==> config.mk <==
export PLATFORM = sky130hd
export DESIGN_NAME = i2c_bit_timer
export DESIGN_NICKNAME = d
export VERILOG_FILES = /design/src/rtl/i2c_bit_timer_pkg.sv /design/src/rtl/i2c_glitch_filter.sv /design/src/rtl/i2c_phase_fsm.sv /design/src/rtl/i2c_bit_timer.sv
export SDC_FILE = /design/constraint.sdc
export NUM_CORES = 1
export LEC_CHECK = 0
export ABC_CLOCK_PERIOD_IN_PS = 6400
export CORE_ASPECT_RATIO = 1.2
export CORE_MARGIN = 2
export CORE_UTILIZATION = 40
export DETAILED_ROUTE_END_ITERATION = 6
export GPL_ROUTABILITY_DRIVEN = 0
export PLACE_DENSITY = 0.73
export SLEW_MARGIN = 20
export SYNTH_ARGS = -nofsm -noshare
export SYNTH_HDL_FRONTEND = slang
export SYNTH_SLANG_ARGS = --single-unit
export TNS_END_PERCENT = 50
==> constraint.sdc <==
create_clock -name clk -period 6.4 [get_ports clk]
set_input_delay 1.6 -clock clk [delete_from_list [all_inputs] [get_ports clk]]
set_output_delay 1.6 -clock clk [all_outputs]
set_load 0.005 [all_outputs]
==> src/rtl/i2c_bit_timer_pkg.sv <==
package i2c_bit_timer_pkg;

    typedef enum logic [1:0] {
        PH_IDLE = 2'd0,
        PH_LOW  = 2'd1,
        PH_HIGH = 2'd2
    } phase_t;

endpackage

==> src/rtl/i2c_glitch_filter.sv <==
module i2c_glitch_filter #(
    parameter int SPK_W = 4
) (
    input  logic             clk,
    input  logic             rst_n,
    input  logic [SPK_W-1:0] len,
    input  logic             raw,
    output logic             filt
);
    typedef struct packed {
        logic             lvl;
        logic [SPK_W-1:0] run;
    } flt_t;

    flt_t            st_d, st_q;
    logic [SPK_W:0]  len_e;
    logic [SPK_W:0]  run_inc;

    always_comb begin
        st_d    = st_q;
        len_e   = (len == '0) ? (SPK_W+1)'(1) : {1'b0, len};
        run_inc = {1'b0, st_q.run} + (SPK_W+1)'(1);
        if (raw != st_q.lvl) begin
            if (run_inc >= len_e) begin
                st_d.lvl = raw;
                st_d.run = '0;
            end else begin
                st_d.run = run_inc[SPK_W-1:0];
            end
        end else begin
            st_d.run = '0;
        end
    end

    always_ff @(posedge clk) begin
        if (!rst_n) begin
            st_q.lvl <= 1'b1;
            st_q.run <= '0;
        end else begin
            st_q <= st_d;
        end
    end

    assign filt = st_q.lvl;
endmodule

==> src/rtl/i2c_phase_fsm.sv <==
module i2c_phase_fsm
    import i2c_bit_timer_pkg::*;
#(
    parameter int CNT_W = 8
) (
    input  logic             clk,
    input  logic             rst_n,
    input  logic [CNT_W-1:0] cfg_scl_high,
    input  logic [CNT_W-1:0] cfg_scl_low,
    input  logic [CNT_W-1:0] cfg_sda_setup,
    input  logic [CNT_W-1:0] cfg_sda_hold,
    input  logic             bit_req,
    input  logic             bit_val,
    input  logic             scl_filt,
    input  logic             sda_filt,
    output logic             scl_oe,
    output logic             sda_oe,
    output logic             bit_done,
    output logic             rx_bit
);
    localparam int CW = CNT_W + 1;

    typedef struct packed {
        phase_t          ph;
        logic [CW-1:0]   cnt;
        logic            scl_oe;
        logic            sda_oe;
        logic            tx;
        logic            done;
        logic            rx;
    } fsm_t;

    fsm_t          st_d, st_q;
    logic [CW-1:0] hold_e, setup_e, high_e, low_w, rel_at, cnt_inc;

    function automatic logic [CW-1:0] at_least_one(input logic [CNT_W-1:0] v);
        return (v == '0) ? CW'(1) : {1'b0, v};
    endfunction

    always_comb begin
        hold_e  = at_least_one(cfg_sda_hold);
        setup_e = at_least_one(cfg_sda_setup);
        high_e  = at_least_one(cfg_scl_high);
        low_w   = {1'b0, cfg_scl_low};
        rel_at  = (low_w > hold_e + setup_e) ? low_w : hold_e + setup_e;
        cnt_inc = st_q.cnt + CW'(1);

        st_d      = st_q;
        st_d.done = 1'b0;
        unique case (st_q.ph)
            PH_IDLE: begin
                if (bit_req) begin
                    st_d.ph     = PH_LOW;
                    st_d.cnt    = '0;
                    st_d.scl_oe = 1'b1;
                    st_d.tx     = bit_val;
                end
            end
            PH_LOW: begin
                st_d.cnt = cnt_inc;
                if (cnt_inc == hold_e) st_d.sda_oe = ~st_q.tx;
                if (cnt_inc >= rel_at) begin
                    st_d.ph     = PH_HIGH;
                    st_d.cnt    = '0;
                    st_d.scl_oe = 1'b0;
                end
            end
            PH_HIGH: begin
                if (scl_filt) begin
                    st_d.cnt = cnt_inc;
                    if (cnt_inc >= high_e) begin
                        st_d.ph   = PH_IDLE;
                        st_d.cnt  = '0;
                        st_d.done = 1'b1;
                        st_d.rx   = sda_filt;
                    end
                end else begin
                    st_d.cnt = '0;
                end
            end
            default: st_d.ph = PH_IDLE;
        endcase
    end

    always_ff @(posedge clk) begin
        if (!rst_n) begin
            st_q.ph     <= PH_IDLE;
            st_q.cnt    <= '0;
            st_q.scl_oe <= 1'b0;
            st_q.sda_oe <= 1'b0;
            st_q.tx     <= 1'b1;
            st_q.done   <= 1'b0;
            st_q.rx     <= 1'b1;
        end else begin
            st_q <= st_d;
        end
    end

    assign scl_oe   = st_q.scl_oe;
    assign sda_oe   = st_q.sda_oe;
    assign bit_done = st_q.done;
    assign rx_bit   = st_q.rx;
endmodule

==> src/rtl/i2c_bit_timer.sv <==
module i2c_bit_timer #(
    parameter int CNT_W = 8,
    parameter int SPK_W = 4
) (
    input  logic             clk,
    input  logic             rst_n,
    input  logic [CNT_W-1:0] cfg_scl_high,
    input  logic [CNT_W-1:0] cfg_scl_low,
    input  logic [CNT_W-1:0] cfg_sda_setup,
    input  logic [CNT_W-1:0] cfg_sda_hold,
    input  logic [SPK_W-1:0] cfg_spike,
    input  logic             bit_req,
    input  logic             bit_val,
    input  logic             scl_in,
    input  logic             sda_in,
    output logic             scl_oe,
    output logic             sda_oe,
    output logic             scl_filt,
    output logic             sda_filt,
    output logic             bit_done,
    output logic             rx_bit
);
    localparam int NLINE = 2;

    logic [NLINE-1:0] raw_w;
    logic [NLINE-1:0] filt_w;

    assign raw_w = {sda_in, scl_in};

    for (genvar gi = 0; gi < NLINE; gi++) begin : g_line
        i2c_glitch_filter #(.SPK_W(SPK_W)) u_flt (
            .clk  (clk),
            .rst_n(rst_n),
            .len  (cfg_spike),
            .raw  (raw_w[gi]),
            .filt (filt_w[gi])
        );
    end

    assign scl_filt = filt_w[0];
    assign sda_filt = filt_w[1];

    i2c_phase_fsm #(.CNT_W(CNT_W)) u_fsm (
        .clk          (clk),
        .rst_n        (rst_n),
        .cfg_scl_high (cfg_scl_high),
        .cfg_scl_low  (cfg_scl_low),
        .cfg_sda_setup(cfg_sda_setup),
        .cfg_sda_hold (cfg_sda_hold),
        .bit_req      (bit_req),
        .bit_val      (bit_val),
        .scl_filt     (filt_w[0]),
        .sda_filt     (filt_w[1]),
        .scl_oe       (scl_oe),
        .sda_oe       (sda_oe),
        .bit_done     (bit_done),
        .rx_bit       (rx_bit)
    );
endmodule

* After elaboration in Yosys (flattened, before gate mapping)
Cells that the tools add are included.
Cells by class: add/subtract/negate cells 4, order comparisons 5, eq/ne operators 9, multiplexer cells 14, bitwise gates (word level) 4, reduce and logical (&&, ||, !) cells 18
Operators with widths (count):
- one-hot mux 9 bit (3 select lines) | 1
- zero test 8 bit | 3
- two-way mux 12 bit | 2
- two-way mux 8 bit | 3
- >= comparator 9 bit | 2
- two-way mux 9 bit | 2
- two-way mux 11 bit | 1
- adder 4 x 1 -> 5 bit, second input constant | 2
- >= comparator 5 bit | 2
- AND reduction 2 bit | 5
- adder 9 x 1 -> 9 bit, second input constant | 1
- adder 9 bit | 1
- equality test 9 bit | 1
- greater-than comparator 8 x 9 -> 1 bit | 1
- AND reduction 3 bit | 3
- one-hot mux 2 bit (3 select lines) | 1
- OR reduction 3 bit | 2
- zero test 4 bit | 1
- two-way mux 2 bit | 2
- two-way mux 4 bit | 1
- != test 2 x 1 -> 1 bit, second input constant | 2
- != test 2 bit, second input constant | 2
- inverter 1 bit | 4
- AND reduction 4 bit | 1
- other kinds (7) | 8
Word-level totals: bits in registers 26, input bits 42, output and inout bits 6

* Longest topological paths before layout
word-level depth 8, gate-level depth with buffers 26, depth with buffers taken out 25

* Modules after synthesis
A second synthesis with hierarchy kept.
Second synthesis, totals: cell total of the unflattened synthesis 361, area total of the unflattened synthesis 2945.3 um^2
Modules (own cells, without submodules):
- i2c_phase_fsm | times used 1, cells an instance 297, area each 2267.2 um^2, sequential area each 320.3 um^2
- i2c_glitch_filter | times used 2, cells an instance 32, area each 339.1 um^2, sequential area each 100.1 um^2

* Least setup slack after synthesis
OpenSTA, ideal clock, no wires.
path type in2reg, from input cfg_sda_hold[5], to register u_fsm.st_q[12] (netlist bit), arrival 6.226 ns, setup slack 0.104 ns, cell stages on the path 26, cells stage by stage nor4_1 a21oi_1 inv_1 ha_1 inv_1 fa_1 nor2b_1 o21ai_0 a21oi_1 nor3_1 xor2_1 ha_1 and4_1 nand3_1 o21ai_0 a31oi_1 o21ai_1 mux2_2 ha_1 a21oi_1 o21ai_0 or2_2 o32ai_1 clkbuf_1 o21ai_0 a21oi_1
Between the ends: word-level cells in the longest chain between the ends 8
RTL lines:
- start: declaration | RTL line i2c_bit_timer.sv:10 | input logic [CNT_W-1:0] cfg_sda_hold,
- zero test 8 bit | RTL line i2c_phase_fsm.sv:37 | return (v == '0) ? CW'(1) : {1'b0, v};
- two-way mux 8 bit * | RTL line i2c_phase_fsm.sv:37
- adder 9 bit * | RTL line i2c_phase_fsm.sv:45 | rel_at = (low_w > hold_e + setup_e) ? low_w : hold_e + setup_e;
- greater-than comparator 8 x 9 -> 1 bit | RTL line i2c_phase_fsm.sv:45
- two-way mux 9 bit * | RTL line i2c_phase_fsm.sv:45
- >= comparator 9 bit * | RTL line i2c_phase_fsm.sv:62 | if (cnt_inc >= rel_at) begin
- two-way mux 12 bit * | RTL line i2c_phase_fsm.sv:62
- one-hot mux 9 bit (3 select lines) * | RTL line i2c_phase_fsm.sv:50 | unique case (st_q.ph)
- end signal: assignment | RTL line i2c_phase_fsm.sv:95 | st_q <= st_d;
- end: declaration | RTL line i2c_phase_fsm.sv:33 | fsm_t st_d, st_q;
Every way passes the cells marked *; elsewhere a longest branch is shown, timed or not. The select of a mux whose other input is x is not followed. A chain may end at the register's enable or synchronous reset.

* Worst setup path after layout
from input cfg_sda_setup[5], to register u_fsm.st_q[15] (netlist bit)
Between the ends: word-level cells in the longest chain between the ends 8
RTL lines:
- start: declaration | RTL line i2c_bit_timer.sv:9 | input logic [CNT_W-1:0] cfg_sda_setup,
- zero test 8 bit | RTL line i2c_phase_fsm.sv:37
- two-way mux 8 bit * | RTL line i2c_phase_fsm.sv:37
- adder 9 bit * | RTL line i2c_phase_fsm.sv:45
- greater-than comparator 8 x 9 -> 1 bit | RTL line i2c_phase_fsm.sv:45
- two-way mux 9 bit * | RTL line i2c_phase_fsm.sv:45
- >= comparator 9 bit * | RTL line i2c_phase_fsm.sv:62
- != test 2 x 1 -> 1 bit (no line) *
- AND reduction 4 bit (no line) *
Every way passes the cells marked *; elsewhere a longest branch is shown, timed or not.

==> key figures <==
Cells and area
  – Highest-count cells in the layout ignoring fill and taps: 60 x buf_4, 46 x ha_1, 36 x inv_1
  – Multi-input gate area: 0.00229 mm²
  – Fill cells: 585
  – Register Area: 520 µm²
  – Final Cell Area: 0.00409 mm²
  – Area grow syn2layout: 41.8%
  – Finished Core Util: 0.592
  – Post-layout net count: 554
  – Fraction of layout cells with a size suffix above 1: 0.241
  – Final std cells w/o fill: 548
  – Antenna cell count: 0
  – Commonest non-fill, non-tap cell in the layout: buf_4

Yosys
  – Flip-flop and latch count after synthesis: 26
  – Adder-cell share of the synthesized area: 0.220
  – Syn_nets: 466
  – Synthesized area: 0.00288 mm²
  – Cell variety after synth: 58
  – Synth Warn #: 0
  – Post-synthesis mux area share: 0.0447
  – Seq/Total Area, Yosys: 0.181
  – Post-Synth Simple-Gate Area: 0.224
  – Number of flops mapped to enable cells by yosys: 0
  – Post-synthesis compound-gate area fraction: 0.184
  – Synth Area in XOR/XNOR: 0.0638
  – Ys async rst share: 0
  – Largest family of logic cells by synthesized area: simple AND/OR/NAND/NOR gates
  – Post-synthesis area per instance: 7.70 µm²
  – Post-Syn Instances: 374
  – Dominant synthesized flop cell: dfxtp_1

Global route
  – Largest net degree at the start of global routing: 16
  – Total track usage: 0.209
  – First-pass GRT wire length: 13400 µm
  – Antenna violations before repair: 0
  – GRT overflow: 0
  – Vias in the first global route: 3005

Placed design
  – Post-DP HPWL: 5740 µm
  – Cell total after placement: 504
  – Number of port buffers: 47
  – Worst slack, placed: -0.499 ns
  – Placed cell area: 0.00351 mm²

STA
  – Total negative setup slack: 0 ns
  – Count of final hold-check violations: 0
  – Final setup margin: 0.161 ns
  – Final Setup Violations: 0
  – Worst Max-Slew Pin Slew: 0.627 ns
  – Fin. max-slew vios: 0
  – Post-layout min period: 6.24 ns
  – Worst slew margin: 0.579
  – Final period util: 0.975
  – Max Fclk: 0.160 GHz
  – Worst Skew: 0.00847 ns

Floorplanning
  – Ports: 48
  – Initial Utilization: 0.418
  – FP Rows: 33
  – Die W: 81.5 µm
  – Vert. Die Dim: 97.0 µm
  – Core area: 0.00690 mm²
  – Die area: 0.00790 mm²

Worst setup path
  – Slowest cell on the critical path: or3_4
  – Worst Path Arrival: 6.42 ns
  – R2R Setup Slk: 2.70 ns
  – WP data required: 6.58 ns
  – Buf+Inv Stages, Crit Path: 13
  – Worst Setup End Kind: flip-flop
  – Slowest stage delay, CP: 0.40 ns
  – Crit Path Class: in -> reg
  – Most used cell, CP: buf_4
  – CP startpoint kind: input port
  – CP top delay family: buffers and inverters
  – CP max FO: 6

CTS
  – CTS clk-pin slew, worst paths: 0.10 ns
  – CTS tree: built
  – Clock root cell: clkbuf_8
  – # H-tree levels: 1
  – CTS Buf Count: 3
  – TritonCTS Sinks: 26
  – Hold Buf Count CTS: 0
  – Clk Latency, worst-skew pair: 0.28 ns
  – Clock buffer depth: 2

Power and ir drop
  – Pwr Density: 139 mW/mm²
  – Max IR drop VDD: 0.0842 mV
  – Leak pwr: 1.97 nW

Min path
  – Type of the worst min-delay path: reg -> reg

Detailed routing
  – Final WL: 8260 µm
  – Drt pass-1 iters: 4
  – Vias per cell: 5.52
  – DRC: 0
  – Routed Antenna Nets: 0
  – Drt wl/cell: 15.1 µm
  – Detailed-route via count: 3023
  – DR iter-0 viols: 231

Run status
  – Status: completed

Flow run
  – Maxcap violations: 0
==> stage by stage <==
step,total power [mW],hold slack [ns]
finish,0.568,0.482
CTS,0.548,0.489
detailed placement,0.381,0.464
global route,0.597,0.499
floorplan,0.303,0.411
global placement,0.373,0.446
==> repair_timing <==
action | in CTS | in global routing
pin swaps | 13 | 21
gates cloned | 1 | 0
buffers inserted | 39 | 1
endpoints found under the setup margin | 11 | 13
resized for setup | 16 | 37
==> layer usage <==
| metal | routed length (µm) | track usage | share of wire |
|---|---|---|---|
| met1 | 3390 | 0.243 | 0.41 |
| met2 | 4310 | 0.388 | 0.52 |
| met3 | 316 | 0.0159 | 0.038 |
| met4 | 242 | 0.0678 | 0.029 |
| met5 | 0 | 0 | 0 |
==> final cells by class <==
class | count | share of cell area
Timing Repair Buffer | 108 | 0.234
Multi-Input combinational cell | 287 | 0.562
Clock buffer | 3 | 0.0101
Sequential cell | 26 | 0.127
Inverter | 36 | 0.0331
Tap cell | 87 | 0.0266
Clock inverter | 1 | 0.00735
==> power by group <==
group	internal (mW)	switching [mW]	leakage (nW)
Sequential	0.167	0.00648	0.211
Clock	0.0838	0.0573	0.0357
Combinational	0.136	0.117	1.72
Total	0.387	0.181	1.97
==> kinds of logic (layout without fill, tap and decap cells) <==
| logic type | after synthesis | after routing |
|---|---|---|
| and+or+nand+nor | 124 | 124 |
| AOI/OAI and AO/OA | 80 | 80 |
| buffers and inverters | 61 | 148 |
| adders and majority gates | 50 | 50 |
| DFF | 26 | 26 |
| xor gates and xnor gates | 21 | 21 |
| muxes | 12 | 12 |
==> final timing paths <==
path                                start                 endpoint  cells after the start
setup reg to reg            u_fsm.st_q[5]           u_fsm.st_q[14]                     11
setup / recovery         cfg_sda_setup[5]           u_fsm.st_q[15]                     30
hold reg to reg   g_line[1].u_flt.st_q[0]  g_line[1].u_flt.st_q[0]                      1
hold / removal    g_line[1].u_flt.st_q[0]  g_line[1].u_flt.st_q[0]                      1
==> state kept, by name (all words and copies together), names as in the netlist <==
name               cells
u_fsm.scl_oe           1
u_fsm.sda_oe           1
u_fsm.st_q            12
u_fsm.bit_done         1
u_fsm.rx_bit           1
g_line.u_flt.filt      2
g_line.u_flt.st_q      8
==> synthesized netlist by cell type (2+ instances only) <==
| library cell | n | share of area |
|---|---|---|
| nor4_1 | 6 | 0.013 |
| or2_2 | 4 | 0.0087 |
| o21ai_1 | 3 | 0.0052 |
| and2_1 | 2 | 0.0043 |
| a41oi_1 | 2 | 0.0061 |
| a21oi_1 | 22 | 0.038 |
| nand2b_1 | 4 | 0.0087 |
| nor2_1 | 18 | 0.023 |
| mux2i_1 | 5 | 0.017 |
| nor2b_1 | 10 | 0.022 |
| or3_1 | 3 | 0.0065 |
| mux2_2 | 7 | 0.027 |
| xnor2_1 | 9 | 0.027 |
| xor2_1 | 12 | 0.036 |
| o21a_1 | 2 | 0.0052 |
| buf_2 | 3 | 0.0052 |
| dfxtp_1 | 26 | 0.18 |
| inv_1 | 36 | 0.047 |
| and3_1 | 3 | 0.0065 |
| a31oi_1 | 6 | 0.013 |
| nand4b_1 | 2 | 0.0061 |
| a21o_1 | 6 | 0.016 |
| nand3b_1 | 2 | 0.0052 |
| nand4_1 | 5 | 0.011 |
| a31o_2 | 3 | 0.0091 |
| o21ai_0 | 15 | 0.026 |
| nand2_1 | 27 | 0.035 |
| nand3_1 | 17 | 0.030 |
| buf_4 | 2 | 0.0052 |
| a211oi_1 | 3 | 0.0078 |
| ha_1 | 49 | 0.21 |
| clkbuf_1 | 19 | 0.025 |
| nor3_1 | 13 | 0.023 |
| nand2_2 | 3 | 0.0065 |
| o41ai_1 | 2 | 0.0061 |
==> worst register-to-register path, cell delays in order (launching register included) <==
cell	delay (ns)
dfxtp_1	0.60
ha_1	0.37
and3_1	0.22
nand3_1	0.20
xnor2_1	0.36
ha_1	0.32
a211oi_1	0.21
o21ai_0	0.11
o221a_2	0.32
nor3_1	0.54
or3_4	0.26
o221a_1	0.17
Power figures use the tool's default switching activity.
